===== src/rtl/xact_pkg.sv =====
package xact_pkg;
  typedef enum logic [2:0] {
    ST_SLEEP, ST_IDLE, ST_OSC, ST_SYNTH, ST_TXDATA, ST_ACKWAIT, ST_LISTEN, ST_RXACK
  } seqState_t;

  // strobes from control to datapath
  typedef struct packed {
    logic cntClr;
    logic selSettle;
    logic setTxOk;
    logic setTxTo;
    logic setRxPkt;
    logic setRxErr;
    logic setOsc;
  } seqStrobe_t;

  localparam int NUM_FLAGS  = 5;
  localparam int F_TX_OK    = 0;
  localparam int F_TX_TO    = 1;
  localparam int F_RX_PKT   = 2;
  localparam int F_RX_ERR   = 3;
  localparam int F_OSC      = 4;
endpackage


===== src/rtl/xact_dp.sv =====
module xact_dp
  import xact_pkg::*;
#(
  parameter int SLOW_CYC = 270,
  parameter int MED_CYC  = 180,
  parameter int FAST_CYC = 100,
  parameter int TO_W     = 16
) (
  input  logic                 clk,
  input  logic                 rstN,
  input  seqStrobe_t           strb,
  input  logic [1:0]           chanClass,
  input  logic [TO_W-1:0]      ackTimeout,
  input  logic                 irqRd,
  output logic                 cntHit,
  output logic [NUM_FLAGS-1:0] irqStatus
);
  localparam int SET_MAX = (SLOW_CYC > MED_CYC) ?
                           ((SLOW_CYC > FAST_CYC) ? SLOW_CYC : FAST_CYC) :
                           ((MED_CYC > FAST_CYC) ? MED_CYC : FAST_CYC);
  localparam int SET_W = $clog2(SET_MAX + 1);
  localparam int CNT_W = (SET_W > TO_W) ? SET_W : TO_W;
  localparam logic [CNT_W-1:0] ONE = 1;

  logic [CNT_W-1:0] cnt;
  logic [CNT_W-1:0] lim;
  logic [NUM_FLAGS-1:0] flagSet;

  always_comb begin
    if (strb.selSettle) begin
      case (chanClass)
        2'd0:    lim = CNT_W'(SLOW_CYC);
        2'd1:    lim = CNT_W'(MED_CYC);
        default: lim = CNT_W'(FAST_CYC);
      endcase
    end else if (ackTimeout == '0) begin
      lim = ONE;
    end else begin
      lim = CNT_W'(ackTimeout);
    end
  end

  assign cntHit = (cnt == (lim - ONE));

  always_ff @(posedge clk or negedge rstN) begin
    if (!rstN)            cnt <= '0;
    else if (strb.cntClr) cnt <= '0;
    else if (!cntHit)     cnt <= cnt + ONE;
  end

  always_comb begin
    flagSet           = '0;
    flagSet[F_TX_OK]  = strb.setTxOk;
    flagSet[F_TX_TO]  = strb.setTxTo;
    flagSet[F_RX_PKT] = strb.setRxPkt;
    flagSet[F_RX_ERR] = strb.setRxErr;
    flagSet[F_OSC]    = strb.setOsc;
  end

  always_ff @(posedge clk or negedge rstN) begin
    if (!rstN) irqStatus <= '0;
    else       irqStatus <= (irqRd ? '0 : irqStatus) | flagSet;
  end

  // a read with nothing new leaves the flags empty
  a_r11_clear_on_read: assert property (@(posedge clk) disable iff (!rstN)
    (irqRd && (flagSet == '0)) |=> (irqStatus == '0));
  // a flag set while reading survives
  a_r11_set_wins: assert property (@(posedge clk) disable iff (!rstN)
    strb.setRxErr |=> irqStatus[F_RX_ERR]);
endmodule


===== src/rtl/xact_ctrl.sv =====
module xact_ctrl
  import xact_pkg::*;
(
  input  logic       clk,
  input  logic       rstN,
  input  logic       txGo,
  input  logic       rxGo,
  input  logic       forceEnd,
  input  logic [2:0] endState,
  input  logic       oscReady,
  input  logic       oscIrqEn,
  input  logic       txDone,
  input  logic       rxDone,
  input  logic       crcOk,
  input  logic       rxIsAck,
  input  logic       cntHit,
  output seqStrobe_t strb,
  output logic       oscEn,
  output logic       synthEn,
  output logic       txEn,
  output logic       rxEn,
  output logic       sendAck,
  output logic       rxBufCommit
);
  seqState_t st, nxt;
  seqState_t endTgt;
  logic txMode, txModeNxt;
  logic commitNxt;

  assign endTgt = (endState == 3'b000) ? ST_SLEEP : ST_IDLE;

  always_comb begin
    nxt       = st;
    txModeNxt = txMode;
    commitNxt = 1'b0;
    strb      = '0;
    case (st)
      ST_SLEEP: if (txGo || rxGo) begin nxt = ST_OSC; txModeNxt = txGo; end
      ST_IDLE:  if (txGo || rxGo) begin nxt = ST_SYNTH; txModeNxt = txGo; end
      ST_OSC:   if (oscReady) begin nxt = ST_SYNTH; strb.setOsc = oscIrqEn; end
      ST_SYNTH: begin
        strb.selSettle = 1'b1;
        if (cntHit) nxt = txMode ? ST_TXDATA : ST_LISTEN;
      end
      ST_TXDATA: if (txDone) nxt = ST_ACKWAIT;
      ST_ACKWAIT: begin
        if (rxDone && crcOk && rxIsAck) begin
          strb.setTxOk = 1'b1;
          nxt = endTgt;
        end else if (cntHit) begin
          strb.setTxTo = 1'b1;
          nxt = endTgt;
        end
      end
      ST_LISTEN: begin
        if (rxDone && !crcOk) begin
          strb.setRxErr = 1'b1;
        end else if (rxDone && !rxIsAck) begin
          strb.setRxPkt = 1'b1;
          commitNxt = 1'b1;
          nxt = ST_RXACK;
        end
      end
      ST_RXACK: if (txDone) nxt = ST_LISTEN;
      default: nxt = ST_SLEEP;
    endcase
    if (forceEnd) nxt = endTgt;
    strb.cntClr = (nxt != st) && ((nxt == ST_SYNTH) || (nxt == ST_ACKWAIT));
  end

  always_ff @(posedge clk or negedge rstN) begin
    if (!rstN) begin
      st          <= ST_SLEEP;
      txMode      <= 1'b0;
      rxBufCommit <= 1'b0;
    end else begin
      st          <= nxt;
      txMode      <= txModeNxt;
      rxBufCommit <= commitNxt && !forceEnd;
    end
  end

  assign oscEn   = (st != ST_SLEEP);
  assign synthEn = (st == ST_SYNTH) || (st == ST_TXDATA) || (st == ST_ACKWAIT) ||
                   (st == ST_LISTEN) || (st == ST_RXACK);
  assign txEn    = (st == ST_TXDATA) || (st == ST_RXACK);
  assign rxEn    = (st == ST_ACKWAIT) || (st == ST_LISTEN);
  assign sendAck = (st == ST_RXACK);

  // forced end lands in an end state next cycle
  a_r9_force_end: assert property (@(posedge clk) disable iff (!rstN)
    forceEnd |=> ((st == ST_SLEEP) || (st == ST_IDLE)));
  // sleep end state turns the oscillator off
  a_r5_sleep_quiet: assert property (@(posedge clk) disable iff (!rstN)
    (forceEnd && (endState == 3'b000)) |=> !oscEn);
  // a bad CRC never starts a transmission
  a_r7_no_ack_bad_crc: assert property (@(posedge clk) disable iff (!rstN)
    ((st == ST_LISTEN) && rxDone && !crcOk) |=> !txEn);
  // an expired ACK window is always left
  a_r4_timeout_exit: assert property (@(posedge clk) disable iff (!rstN)
    ((st == ST_ACKWAIT) && cntHit) |=> (st != ST_ACKWAIT));
  // an outgoing ACK always follows a buffer commit
  a_r8_ack_after_commit: assert property (@(posedge clk) disable iff (!rstN)
    $rose(sendAck) |-> rxBufCommit);
  // data transmission starts only after the settle window
  a_r2_tx_after_settle: assert property (@(posedge clk) disable iff (!rstN)
    ($rose(txEn) && !sendAck) |-> ($past(st) == ST_SYNTH));
endmodule


===== src/rtl/xact_seq.sv =====
module xact_seq
  import xact_pkg::*;
#(
  parameter int CYC_PER_US = 125,
  parameter int SLOW_US    = 270,
  parameter int MED_US     = 180,
  parameter int FAST_US    = 100,
  parameter int TO_W       = 16
) (
  input  logic                 clk,
  input  logic                 rstN,
  input  logic                 txGo,
  input  logic                 rxGo,
  input  logic                 forceEnd,
  input  logic [2:0]           endState,
  input  logic [1:0]           chanClass,
  input  logic [TO_W-1:0]      ackTimeout,
  input  logic                 oscIrqEn,
  input  logic                 irqRd,
  input  logic                 oscReady,
  input  logic                 txDone,
  input  logic                 rxDone,
  input  logic                 crcOk,
  input  logic                 rxIsAck,
  output logic                 oscEn,
  output logic                 synthEn,
  output logic                 txEn,
  output logic                 rxEn,
  output logic                 sendAck,
  output logic                 rxBufCommit,
  output logic [NUM_FLAGS-1:0] irqStatus,
  output logic                 irq
);
  localparam int SLOW_CYC = SLOW_US * CYC_PER_US;
  localparam int MED_CYC  = MED_US * CYC_PER_US;
  localparam int FAST_CYC = FAST_US * CYC_PER_US;

  seqStrobe_t strb;
  logic cntHit;

  xact_ctrl u_ctrl (
    .clk(clk), .rstN(rstN), .txGo(txGo), .rxGo(rxGo), .forceEnd(forceEnd),
    .endState(endState), .oscReady(oscReady), .oscIrqEn(oscIrqEn),
    .txDone(txDone), .rxDone(rxDone), .crcOk(crcOk), .rxIsAck(rxIsAck),
    .cntHit(cntHit), .strb(strb), .oscEn(oscEn), .synthEn(synthEn),
    .txEn(txEn), .rxEn(rxEn), .sendAck(sendAck), .rxBufCommit(rxBufCommit)
  );

  xact_dp #(
    .SLOW_CYC(SLOW_CYC), .MED_CYC(MED_CYC), .FAST_CYC(FAST_CYC), .TO_W(TO_W)
  ) u_dp (
    .clk(clk), .rstN(rstN), .strb(strb), .chanClass(chanClass),
    .ackTimeout(ackTimeout), .irqRd(irqRd), .cntHit(cntHit), .irqStatus(irqStatus)
  );

  assign irq = |irqStatus;
endmodule


===== config.mk =====
export PLATFORM = sky130hd
export DESIGN_NAME = xact_seq
export DESIGN_NICKNAME = d
export VERILOG_FILES = /design/src/rtl/xact_pkg.sv /design/src/rtl/xact_dp.sv /design/src/rtl/xact_ctrl.sv /design/src/rtl/xact_seq.sv
export SDC_FILE = /design/constraint.sdc
export NUM_CORES = 1
export LEC_CHECK = 0
export ABC_AREA = 1
export BUFFER_PORTS_ARGS = -buffer_cell sky130_fd_sc_hd__buf_2
export CAP_MARGIN = 20
export CORE_UTILIZATION = 25
export CTS_CLUSTER_SIZE = 14
export DETAILED_ROUTE_END_ITERATION = 8
export PLACE_DENSITY = 0.43
export SKIP_CTS_REPAIR_TIMING = 1
export SLEW_MARGIN = 20
export SYNTH_ARGS = -nofsm -noshare
export SYNTH_HDL_FRONTEND = slang
export SYNTH_SLANG_ARGS = --single-unit
export TNS_END_PERCENT = 10

===== constraint.sdc =====
create_clock -name clk -period 3 [get_ports clk]
set_clock_uncertainty 0.15 [all_clocks]
set_input_delay 0.6 -clock clk [delete_from_list [all_inputs] [get_ports clk]]
set_output_delay 0.6 -clock clk [all_outputs]
set_load 0.02 [all_outputs]

==> After elaboration in Yosys (flattened, before gate mapping) <==
Index checks and enable logic that the tools add are counted.
{ "op_classes": {"addsub": 2, "eq_ne": 13, "muxes": 32, "bitwise_logic": 1, "n_reduce_logical": 25} }
{ "op_table": {"columns": ["op", "n"], "rows": [
  ["$mux 16", 4],
  ["$mux 3", 11],
  ["$pmux 16 s2", 1],
  ["$pmux 3 s8", 1],
  ["$add 16x1->16 const B", 1],
  ["$eq 16x16->1", 1],
  ["$logic_not 16->1", 1],
  ["$sub 16x1->16 const B", 1],
  ["$eq 3x3->1 const B", 5],
  ["$mux 1", 11],
  ["$eq 3x2->1 const B", 3],
  ["$logic_or 1x1->1", 8],
  ["$logic_and 1x1->1", 6],
  ["$logic_not 3->1", 2],
  ["$mux 2", 3],
  ["$mux 5", 1],
  ["$or 5x5->5", 1],
  ["$reduce_or 5->1", 1],
  ["$eq 3x1->1 const B", 1],
  ["$logic_not 1->1", 3],
  ["$ne 3x3->1", 1],
  ["$reduce_bool 3->1", 1],
  ["$eq 2x1->1 const B", 1],
  ["$logic_not 2->1", 1],
  ["3 further kinds", 3]
]} }
{ "word_totals": {"register_bits": 26, "input_bits": 33, "output_inout_bits": 12, "wordCells": 78} }

==> Longest topological paths before layout <==
Gate-level depths: netlist of the first run.
{ "logic_depth": {"ltp_word": 13, "depth_mapped": 28, "mapped_depth_nobuf": 27} }

==> Hierarchy <==
From an unflattened synthesis of the first run, not the netlist that was laid out.
{ "unflattened": {"hier_cells": 414, "area_unflattened_um2": 2807.7} }
{ "by_module_without_submodules": {"columns": ["mod", "n_inst", "cells_per_inst", "area_per_inst_um2", "seq_area_each_um2"], "rows": [
  ["xact_dp", 1, 326, 2290.9, 525.5],
  ["xact_ctrl", 1, 84, 500.5, 125.1],
  ["xact_seq", 1, 4, 16.3, 0.0]
]} }

==> Least setup slack after synthesis of the first run <==
OpenSTA, ideal clock, no wires.
{ "synth_timing": {"kind": "flip-flop to flip-flop", "from": "register u_ctrl.st[2]", "to": "register u_dp.cnt[4]", "setup_ns": 0.122, "arrival_ns": 2.832, "required_time_ns": 2.728, "path_slack_ns": -0.105, "path_stages_with_launch": 21, "n_path_buf": 2, "period_less_slack_ns": 3.105, "path_cell_list": "dfrtp_1 inv_2 nand3_4 buf_4 nand2_1 ha_1 nand4_2 nor2_4 nand2_1 nor3_1 xor2_1 nand3_2 nand2_1 nand3_1 nand2_2 nand2_1 nand2_1 nand3_2 inv_4 buf_12 nor2_2"} }
{ "synth_between": {"elab_chain_cells": 13, "elab_cells_between_ends": 31, "classes_between": "1 x add/sub; 12 x eq/ne; 15 x mux; 3 x reduce/logical"} }
{ "synth_lines": {"columns": ["element", "line", "rtl"], "rows": [
  ["start, declared", "xact_ctrl.sv:25", "seqState_t st, nxt;"],
  ["start signal, assigned", "xact_ctrl.sv:77", "st <= nxt;"],
  ["$eq 3x2->1", "xact_ctrl.sv:37", "case (st)"],
  ["$mux 1", "xact_ctrl.sv:37", null],
  ["$mux 16", "xact_dp.sv:30", "if (strb.selSettle) begin"],
  ["$sub 16x1->16", "xact_dp.sv:43", "assign cntHit = (cnt == (lim - ONE));"],
  ["$eq 16x16->1", "xact_dp.sv:43", null],
  ["$mux 3", "xact_ctrl.sv:50", "end else if (cntHit) begin"],
  ["$mux 3", "xact_ctrl.sv:47", "if (rxDone && crcOk && rxIsAck) begin"],
  ["$pmux 3 s8", "xact_ctrl.sv:37", null],
  ["$mux 3", "xact_ctrl.sv:67", "if (forceEnd) nxt = endTgt;"],
  ["$eq 3x2->1 or $eq 3x3->1 (tied branches)", "xact_ctrl.sv:68", "strb.cntClr = (nxt != st) && ((nxt == ST_SYNTH) || (nxt == ST_ACKWAIT));"],
  ["$logic_or 1x1->1", "xact_ctrl.sv:68", null],
  ["$logic_and 1x1->1", "xact_ctrl.sv:68", null],
  ["$ne 2x2->1 (no source line) or $mux 16 (tied branches)", null, null],
  ["end signal, assigned", "xact_dp.sv:48", "else if (!cntHit) cnt <= cnt + ONE;"],
  ["end, declared", "xact_dp.sv:25", "logic [CNT_W-1:0] cnt;"]
]} }
Parallel ways exist; a longest one is shown, timed or not.
A chain may end at the register's enable or synchronous reset.

==> Worst setup path in the final report of the first run <==
{ "layout_timing": {"from": "input ackTimeout[11]", "to": "register u_dp.cnt[3]"} }
{ "layout_between": {"elab_chain_cells": 13, "elab_cells_between_ends": 17, "classes_between": "1 x add/sub; 5 x eq/ne; 8 x mux; 3 x reduce/logical"} }
{ "layout_lines": {"columns": ["element", "line", "rtl"], "rows": [
  ["start, declared", "xact_seq.sv:17", "input logic [TO_W-1:0] ackTimeout,"],
  ["$logic_not 16->1", "xact_dp.sv:36", "end else if (ackTimeout == '0) begin"],
  ["$mux 16 *", "xact_dp.sv:36", null],
  ["$mux 16 *", "xact_dp.sv:30", null],
  ["$sub 16x1->16 *", "xact_dp.sv:43", null],
  ["$eq 16x16->1 *", "xact_dp.sv:43", null],
  ["$mux 3", "xact_ctrl.sv:50", null],
  ["$mux 3", "xact_ctrl.sv:47", null],
  ["$pmux 3 s8", "xact_ctrl.sv:37", null],
  ["$mux 3", "xact_ctrl.sv:67", null],
  ["$eq 3x2->1 or $eq 3x3->1 (tied branches)", "xact_ctrl.sv:68", null],
  ["$logic_or 1x1->1", "xact_ctrl.sv:68", null],
  ["$logic_and 1x1->1", "xact_ctrl.sv:68", null],
  ["$ne 2x2->1 (no source line) or $mux 16 (tied branches)", null, null]
]} }
Every way passes the cells marked *; elsewhere a longest branch is shown, timed or not.

==> results.json, run 1 <==
{
  "post_drt_wl_per_cell_um": 11.1,
  "io_buffers": 44,
  "drc": 0,
  "cts_tree": "built",
  "max_freq_mhz": 334,
  "crit_path_frequent_cell": "nand2_1",
  "multiInputGateArea_mm2": 0.00162,
  "worst-path-max-fanout": 7,
  "tns_ns": 0,
  "synthCells": 386,
  "globalplace.congestion": 0.797,
  "place_area_mm2": 0.00323,
  "track_usage_pct": 14.3,
  "first_pass_iters": 4,
  "synth.distinct_cells": 33,
  "worstRegToRegCells": 21,
  "ant_nets": 0,
  "r2r-start": "u_ctrl.st[1]$_DFF_PN0_",
  "power_leakage_nw": 1.84,
  "synth.avg_cell_area_um2": 6.30,
  "power_density_mw_per_mm2": 368,
  "wl_mm": 6.95,
  "finalSetupViolCount": 0,
  "gr-usage-met2_pct": 25.1,
  "seqCellArea_um2": 653,
  "cp_num_buf_inv": 3,
  "yosysTopAreaCell": "dfrtp_1",
  "worstPathCellList": "buf_2, nor2_4, nand2_1, nor2_2, nand2_1, nand2_2, nand2_4, ha_4, xor2_1, xor2_1, inv_1, nand2_1, nor2_1, nand2_1, nor2_2, nand3_4, nand2_2, nand3_1, nand2_2, nand2_1, nand2_2, nand3_4, inv_8, nor2_2",
  "cp_top_family": "simple AND/OR/NAND/NOR gates",
  "nFillCells": 1050,
  "chipHeight_um": 101,
  "fin_util_pct": 37.9,
  "synth-seq-cells": 26,
  "relSlewSlack_pct": 59.6,
  "antenna_found_initial": 0,
  "start_util_pct": 26.1,
  "busiest_layer": "met2",
  "r2r_end": "u_dp.cnt[3]$_DFFE_PN0P_",
  "worst_slack_ns": 0.00524,
  "cp.arrival_ns": 3.01,
  "drive_above_1_share_pct": 36.7,
  "clock-sinks": 26,
  "die_x_um": 101,
  "cpPeakStageDelay_ns": 0.18,
  "cts_inserted_buffers": 3,
  "dp_hpwl_mm": 5.70,
  "cp.required_ns": 3.01,
  "rows": 35,
  "worstMarginPinSlew_ns": 0.606,
  "cts_root_buffer": "clkbuf_8",
  "timing.final.crit_period_ns": 2.99,
  "fin_crit_sh_pct": 99.8,
  "maxCapViolCount": 0,
  "clock_latency_ns": 0.27,
  "run_status": "finished clean",
  "h-tree-depth": 1,
  "use_met3_pct": 0.832,
  "grt_pass1_wl_mm": 11.6,
  "cp-end-kind": "flop",
  "synth_fp_nets": 421,
  "hold_viol_final": 0,
  "mostFrequentLayoutCells": "nand2_1, inv_1, buf_4",
  "die_area_mm2": 0.0101,
  "clk_pin_slew_worst_paths_ns": 0.10,
  "grt_setup_unrepaired": "true",
  "ys_seq_area_share_pct": 26.7,
  "critPathKind": "input port to flop",
  "start_kind": "input port",
  "final_nets": 534,
  "mostFrequentLayoutCell": "nand2_1",
  "synth_top_area_share_pct": 26.7,
  "final_area_mm2": 0.00353,
  "crit_cells": 24,
  "clockBufferDepth": 2,
  "yosys_warnings": 0,
  "core_mm2": 0.00933,
  "slowest_stage": "ha_4",
  "synth.area.top_cells": "dfrtp_1, nand2_1, inv_1, nand3_1, xor2_1",
  "grt_pass1_vias": 2538,
  "grt_max_degree": 27,
  "vias_per_cell": 4.18,
  "via_count": 2621,
  "hold_class": "input port to async pin",
  "area.growth.synth_to_final_pct": 45.3,
  "design_power_total_mw": 1.30,
  "diodes": 0,
  "place_ws_ns": -0.571,
  "slew_viol_final": 0,
  "ios": 45,
  "worstSetupStartpoint": "ackTimeout[11]",
  "synth_area_mm2": 0.00243,
  "overflow": 0,
  "ir_drop_mv": 0.150,
  "endpoint": "u_dp.cnt[3]$_DFFE_PN0P_",
  "drt-initial-drc-count": 54,
  "reg2reg_slack_ns": 0.02,
  "met1_usage_pct": 19.4
}
-- cells in the mapped netlist --
| cell type | instances |
|---|---|
| inv_2 | 2 |
| nand3_4 | 1 |
| nor2_2 | 15 |
| o21bai_1 | 1 |
| o211ai_1 | 1 |
| dfrtp_1 | 26 |
| ha_1 | 2 |
| a21oi_1 | 2 |
| nand2_2 | 8 |
| xor2_2 | 1 |
| nor4_1 | 1 |
| nand4_2 | 1 |
| nand3_2 | 4 |
| nand2_1 | 113 |
| nand3b_1 | 3 |
| o21bai_2 | 1 |
| nand4_1 | 7 |
| o21a_1 | 1 |
| inv_1 | 67 |
| inv_4 | 1 |
| nand2_4 | 1 |
| xor2_1 | 18 |
| nor3_1 | 8 |
| or3_1 | 1 |
| nor2_1 | 41 |
| o21ai_1 | 1 |
| buf_12 | 2 |
| buf_4 | 2 |
| nor2_4 | 2 |
| a2111oi_0 | 1 |
| o21ai_0 | 11 |
| o22ai_1 | 4 |
| nand3_1 | 36 |
-- metal layers --
layer / part of all wire [%] / routed length, um / up-vias
met1: 50 / 3490 / 1156
met4: 0.63 / 44 / 0
li1: - / - / 1416
met3: 2.5 / 176 / 5
met5: 0 / 0 / -
met2: 47 / 3230 / 44
-- kinds of logic (layout without fill, tap and decap cells) --
| family | after synthesis | in the layout | synth area share [%] |
|---|---|---|---|
| and+or+nand+nor | 242 | 242 | 46.2 |
| buffers and inverters | 74 | 186 | 13.2 |
| DFF | 26 | 26 | 26.7 |
| AOI/OAI and AO/OA | 23 | 23 | 5.66 |
| xor gates and xnor gates | 19 | 19 | 7.15 |
| adders and majority gates | 2 | 2 | 1.03 |
-- layout make-up --
class,instances,share of cell area [%]
multi-input combinational,286,45.9
timing repair buffer,111,21.0
sequential,26,18.5
inverter,70,7.65
tap,129,4.57
clock buffer,3,1.17
clock inverter,1,0.850
timing repair inverter,1,0.319
-- metrics by stage --
| stage | hold slack, ns | instances |
|---|---|---|
| 2_1_floorplan | 0.154 | 386 |
| 3_3_place_gp | 0.345 | 617 |
| 3_5_place_dp | 0.364 | 617 |
| 4_1_cts | 0.194 | 621 |
| 5_1_grt | 0.215 | 627 |
| 6_report | 0.173 | 627 |
-- sequential cells by signal (all words and copies together), names as in the netlist --
name,cells
u_dp.cnt,16
u_dp.irqStatus,5
u_ctrl.st,3
u_ctrl.rxBufCommit,1
u_ctrl.txMode,1
-- where the power goes --
group / switching, mW / internal (mW) / total (mW)
registers: 0.0380 / 0.385 / 0.423
clock network: 0.113 / 0.179 / 0.292
logic: 0.327 / 0.258 / 0.585
-- worst min-delay path by stage --
stage | start | to | slack [ns] | depth (start not counted)
final | rstN | u_dp.irqStatus[2]$_DFF_PN0_ | 0.17 | 1
after global routing | rstN | u_dp.irqStatus[2]$_DFF_PN0_ | 0.22 | 1
after CTS | rstN | u_dp.cnt[10]$_DFFE_PN0P_ | 0.19 | 1
after detailed placement | u_ctrl.txMode$_DFFE_PN0P_ | u_ctrl.txMode$_DFFE_PN0P_ | 0.36 | 2
after global placement | u_ctrl.txMode$_DFFE_PN0P_ | u_ctrl.txMode$_DFFE_PN0P_ | 0.34 | 2
after floorplan | rstN | u_ctrl.rxBufCommit$_DFF_PN0_ | 0.15 | 0
(Power assumes the default switching activity.)
==> inputs of run 2 (changes only) <==
--- a/config.mk
+++ b/config.mk
@@ -8,10 +8,10 @@
 export ABC_AREA = 1
 export BUFFER_PORTS_ARGS = -buffer_cell sky130_fd_sc_hd__buf_2
 export CAP_MARGIN = 20
-export CORE_UTILIZATION = 25
+export CORE_UTILIZATION = 45
 export CTS_CLUSTER_SIZE = 14
 export DETAILED_ROUTE_END_ITERATION = 8
-export PLACE_DENSITY = 0.43
+export PLACE_DENSITY = 0.66
 export SKIP_CTS_REPAIR_TIMING = 1
 export SLEW_MARGIN = 20
 export SYNTH_ARGS = -nofsm -noshare
==> constraint.sdc (replaced) <==
create_clock -name clk -period 2.83 [get_ports clk]
set_clock_uncertainty 0.15 [all_clocks]
set_input_delay 0.566 -clock clk [delete_from_list [all_inputs] [get_ports clk]]
set_output_delay 0.566 -clock clk [all_outputs]
set_load 0.02 [all_outputs]
==> run 2 against run 1 <==
  * The flow now finishes with violations (negative setup slack)
  * Worst hold slack got worse by 0.037 ns
  * Critical path type is now flop to flop
  * Register-to-register slack worse by 0.20 ns
  * Global-route usage increased by 9.3 points
  * Worst setup slack worse by 0.19 ns
==> results.json, run 2 (same netlist as run 1, synthesis figures left out) <==
{
  "run_status": "finished with violations",
  "failed_checks": "negative setup slack",
  "tns_ns": -2.62,
  "largest_reg_flops": 16,
  "diodes": 0,
  "grt_pass1_vias": 2262,
  "cp.required_ns": 2.85,
  "clock_latency_ns": 0.27,
  "reg2reg_slack_ns": -0.18,
  "first_pass_iters": 5,
  "power_density_mw_per_mm2": 375,
  "critPathKind": "flop to flop",
  "mostFrequentLayoutCell": "nand2_1",
  "relSlewSlack_pct": 60.5,
  "globalplace.congestion": 0.894,
  "grt_pass1_wl_mm": 10.1,
  "overflow": 0,
  "fin_crit_sh_pct": 106,
  "reg_top3": "u_dp.cnt (16), u_dp.irqStatus (5), u_ctrl.st (3)",
  "multiInputGateArea_mm2": 0.00163,
  "start_kind": "flop",
  "cts_root_buffer": "clkbuf_8",
  "drt-initial-drc-count": 146,
  "ant_nets": 0,
  "area.growth.synth_to_final_pct": 37.8,
  "crit_path_frequent_cell": "nand2_2",
  "clk_pin_slew_worst_paths_ns": 0.09,
  "cpPeakStageDelay_ns": 0.43,
  "crit_cells": 24,
  "seq_power_share_pct": 35.8,
  "h-tree-depth": 1,
  "p_switching_mw": 0.498,
  "pwr-share-clk_pct": 16.8,
  "grt_setup_unrepaired": "true",
  "die_x_um": 75.5,
  "max_freq_mhz": 332,
  "cp_top_family": "simple AND/OR/NAND/NOR gates",
  "seqCellArea_um2": 651,
  "place_area_mm2": 0.00314,
  "post_drt_wl_per_cell_um": 12.0,
  "cts_tree": "built",
  "worst-path-max-fanout": 8,
  "nFillCells": 490,
  "regMostFlops": "u_dp.cnt",
  "worstPathCellList": "nand2_2, nor2_4, nand2_2, o21ai_1, inv_1, ha_4, nand4_4, nor2_4, nand2_2, nand2_1, nand2_1, nand2_1, nor2_1, nand2_1, nor2_2, nand3_2, nand2_2, nand3_2, nand2_2, nand2_2, nand2_2, nand3_4, inv_8, nor2_1",
  "worstSetupStartpoint": "u_ctrl.st[1]$_DFF_PN0_",
  "r2r-start": "u_ctrl.st[1]$_DFF_PN0_",
  "worst_slack_ns": -0.181,
  "via_count": 2739,
  "drive_above_1_share_pct": 35.3,
  "sw_frac_of_total_pct": 39.6,
  "die_area_mm2": 0.00570,
  "worstRegToRegCells": 24,
  "drc": 0,
  "clock-sinks": 26,
  "fin_util_pct": 64.8,
  "dp_hpwl_mm": 5.31,
  "cp_num_buf_inv": 2,
  "final_nets": 524,
  "power_leakage_nw": 1.79,
  "clockBufferDepth": 2,
  "slew_viol_final": 0,
  "cp-end-kind": "flop",
  "antenna_found_initial": 0,
  "p_int_mw": 0.760,
  "wl_mm": 6.70,
  "finalSetupViolCount": 16,
  "vias_per_cell": 4.92,
  "endpoint": "u_dp.cnt[13]$_DFFE_PN0P_",
  "ir_drop_mv": 0.333,
  "rows": 26,
  "final_area_mm2": 0.00335,
  "track_usage_pct": 23.5,
  "io_buffers": 44,
  "chipHeight_um": 75.5,
  "core_mm2": 0.00517,
  "mostFrequentLayoutCells": "nand2_1, inv_1, buf_4",
  "r2r_end": "u_dp.cnt[13]$_DFFE_PN0P_",
  "slowest_stage": "dfrtp_1",
  "cts_inserted_buffers": 3,
  "final_cells": 557,
  "grt_max_degree": 27,
  "place_ws_ns": -0.513,
  "place_inst": 550,
  "cp.arrival_ns": 3.03,
  "start_util_pct": 47.0,
  "hold_viol_final": 0,
  "hold_class": "input port to async pin",
  "maxCapViolCount": 0,
  "combPwrFrac_pct": 47.4,
  "ios": 45,
  "timing.final.crit_period_ns": 3.01,
  "worstMarginPinSlew_ns": 0.592
}
## run 2: power groups by stage
stage | Combinational [mW] | Sequential, mW | Clock (mW)
floorplan | 0.379 | 0.449 | 0
CTS | 0.561 | 0.448 | 0.215
global placement | 0.549 | 0.454 | 0
finish | 0.596 | 0.450 | 0.211
detailed placement | 0.558 | 0.456 | 0
global route | 0.667 | 0.454 | 0.227
## run 2: through the flow
step | total power, mW | hold WS [ns]
2_1_floorplan | 0.828 | 0.120
3_3_place_gp | 1.00 | 0.341
3_5_place_dp | 1.01 | 0.341
6_report | 1.26 | 0.135
4_1_cts | 1.22 | 0.156
5_1_grt | 1.35 | 0.185
## run 2: how the worst min path moves through the flow
stage | from | end | cells past startpoint
3_5_place_dp | u_ctrl.txMode$_DFFE_PN0P_ | u_ctrl.txMode$_DFFE_PN0P_ | 2
6_report | rstN | u_dp.irqStatus[4]$_DFF_PN0_ | 1
4_1_cts | rstN | u_dp.irqStatus[4]$_DFF_PN0_ | 1
2_1_floorplan | rstN | u_ctrl.rxBufCommit$_DFF_PN0_ | 0
5_1_grt | rstN | u_ctrl.rxBufCommit$_DFF_PN0_ | 1
3_3_place_gp | u_ctrl.txMode$_DFFE_PN0P_ | u_ctrl.txMode$_DFFE_PN0P_ | 2
## run 2: metal layers
metal  part of all wire [%]  GRT usage (%)  vias to the layer above
met5                      0              0                        -
met4                    1.1           5.56                        0
met3                    5.9           1.98                        7
met2                     46           38.3                       99
met1                     47           34.0                     1227
li1                       -              -                     1406
## run 2: cell type report
type	instances	share of cell area [%]
multi-input combinational	286	48.6
sequential	26	19.4
inverter	70	8.07
timing repair inverter	1	0.336
timing repair buffer	101	19.7
clock buffer	3	1.23
tap	70	2.61
==> inputs of run 3 (changes only) <==
--- a/config.mk
+++ b/config.mk
@@ -12,6 +12,7 @@
 export CTS_CLUSTER_SIZE = 14
 export DETAILED_ROUTE_END_ITERATION = 8
 export PLACE_DENSITY = 0.66
+export SETUP_SLACK_MARGIN = 0.05
 export SKIP_CTS_REPAIR_TIMING = 1
 export SLEW_MARGIN = 20
 export SYNTH_ARGS = -nofsm -noshare
==> run 3 against run 2 <==
  * The run still ends with negative setup slack left
  * Register-to-register slack hardly changed
  * Critical path type unchanged
  * Fmax is essentially flat
  * Sequential cell count unchanged
  * Clock power hardly changed
  * Combinational power hardly changed
==> results.json, run 3 (same netlist as run 1, synthesis figures left out) <==
{
  "run_status": "finished with violations",
  "failed_checks": "negative setup slack",
  "critPathKind": "flop to flop",
  "final_area_mm2": 0.00335,
  "antenna_found_initial": 0,
  "pwr-share-clk_pct": 16.7,
  "max_freq_mhz": 332,
  "grt_pass1_vias": 2262,
  "ant_nets": 0,
  "h-tree-depth": 1,
  "mostFrequentLayoutCell": "nand2_1",
  "ir_drop_mv": 0.332,
  "timing.final.crit_period_ns": 3.01,
  "hold_viol_final": 0,
  "final_nets": 524,
  "die_x_um": 75.5,
  "seqCellArea_um2": 651,
  "cts_tree": "built",
  "seq_power_share_pct": 35.8,
  "reg_top3": "u_dp.cnt (16), u_dp.irqStatus (5), u_ctrl.st (3)",
  "combPwrFrac_pct": 47.5,
  "track_usage_pct": 23.5,
  "hold_class": "input port to async pin",
  "multiInputGateArea_mm2": 0.00163,
  "largest_reg_flops": 16,
  "cp.arrival_ns": 3.03,
  "via_count": 2737,
  "post_drt_wl_per_cell_um": 12.1,
  "slew_viol_final": 0,
  "worst_slack_ns": -0.183,
  "cp.required_ns": 2.85,
  "start_util_pct": 47.0,
  "grt_max_degree": 27,
  "diodes": 0,
  "core_mm2": 0.00517,
  "mostFrequentLayoutCells": "nand2_1, inv_1, buf_4",
  "clock_latency_ns": 0.27,
  "start_kind": "flop",
  "place_area_mm2": 0.00314,
  "worstMarginPinSlew_ns": 0.592,
  "drc": 0,
  "finalHoldWorstSlack_ns": 0.135,
  "p_int_mw": 0.760,
  "route.met3.wl_um": 338,
  "vias_per_cell": 4.91,
  "clock-sinks": 26,
  "overflow": 0,
  "sw_frac_of_total_pct": 39.6,
  "drt-met1-wl_mm": 3.21,
  "dp_hpwl_mm": 5.31,
  "wl_mm": 6.72,
  "ios": 45,
  "drt-initial-drc-count": 142,
  "cp-end-kind": "flop",
  "nFillCells": 490,
  "grt_pass1_wl_mm": 10.1,
  "globalplace.congestion": 0.894,
  "chipHeight_um": 75.5,
  "top_layer": "met4",
  "clk_pin_slew_worst_paths_ns": 0.09,
  "cts_root_buffer": "clkbuf_8",
  "cts_inserted_buffers": 3,
  "first_pass_iters": 5,
  "clockBufferDepth": 2,
  "io_buffers": 44,
  "grt_setup_unrepaired": "true",
  "worst-path-max-fanout": 8,
  "fin_util_pct": 64.8,
  "regMostFlops": "u_dp.cnt",
  "area.growth.synth_to_final_pct": 37.8,
  "finalSetupViolCount": 16,
  "relSlewSlack_pct": 60.5,
  "rows": 26,
  "maxCapViolCount": 0,
  "fin_crit_sh_pct": 106,
  "power_density_mw_per_mm2": 376,
  "die_area_mm2": 0.00570,
  "wl_met2_mm": 3.09,
  "p_switching_mw": 0.499,
  "drive_above_1_share_pct": 35.3,
  "power_leakage_nw": 1.79
}
run 3: cell counts in the layout (fill, tap and decap cells not counted):
Identical to the previous run, type by type.
run 3: worst max-delay path, stage by stage (launching register included):
cell	delay, ns
dfrtp_1	0.43
nand2_2	0.10
nor2_4	0.14
nand2_2	0.07
o21ai_1	0.08
inv_1	0.08
ha_4	0.19
nand4_4	0.10
nor2_4	0.06
nand2_2	0.09
nand2_1	0.06
nand2_1	0.05
nand2_1	0.05
nor2_1	0.15
nand2_1	0.10
nor2_2	0.14
nand3_2	0.12
nand2_2	0.10
nand3_2	0.06
nand2_2	0.09
nand2_2	0.06
nand2_2	0.08
nand3_4	0.15
inv_8	0.13
nor2_1	0.05
run 3: layout make-up:
class / instances / area share, %
flip-flops and latches: 26 / 19.4
well taps: 70 / 2.61
inverters: 70 / 8.07
repair buffers: 101 / 19.7
clock buffers: 3 / 1.23
multi-input cells: 286 / 48.6
repair inverters: 1 / 0.336
run 3: power groups by stage:
stage          combinational (mW)  sequential (mW)  clock [mW]
2_1_floorplan               0.379            0.449           0
4_1_cts                     0.561            0.448       0.215
3_3_place_gp                0.549            0.454           0
5_1_grt                     0.667            0.454       0.227
3_5_place_dp                0.558            0.456           0
6_report                    0.598            0.450       0.210
run 3: metal layers:
metal	GRT usage (%)	vias to the layer above
li1	-	1406
met4	5.56	0
met1	34.0	1240
met2	38.3	84
met3	1.98	7
met5	0	-
run 3: final timing paths:
check	slack, ns	cells past startpoint	start	endpoint
setup / recovery	-0.18	24	u_ctrl.st[1]$_DFF_PN0_	u_dp.cnt[13]$_DFFE_PN0P_
hold reg to reg	0.36	2	u_ctrl.txMode$_DFFE_PN0P_	u_ctrl.txMode$_DFFE_PN0P_
max in group asynchronous	2.01	1	rstN	u_dp.cnt[6]$_DFFE_PN0P_
min in group clk	0.34	2	forceEnd	u_ctrl.rxBufCommit$_DFF_PN0_
setup reg to reg	-0.18	24	u_ctrl.st[1]$_DFF_PN0_	u_dp.cnt[13]$_DFFE_PN0P_
hold / removal	0.14	1	rstN	u_dp.irqStatus[4]$_DFF_PN0_
run 3: metrics by stage:
stage / TNS, ns / setup slack [ns] / std cells / power (mW)
floorplan: -0.473 / -0.0517 / 386 / 0.828
global placement: -7.08 / -0.439 / 550 / 1.00
detailed placement: -8.48 / -0.513 / 550 / 1.01
CTS: -3.21 / -0.227 / 553 / 1.22
global route: -6.76 / -0.419 / 557 / 1.35
finish: -2.65 / -0.183 / 557 / 1.26
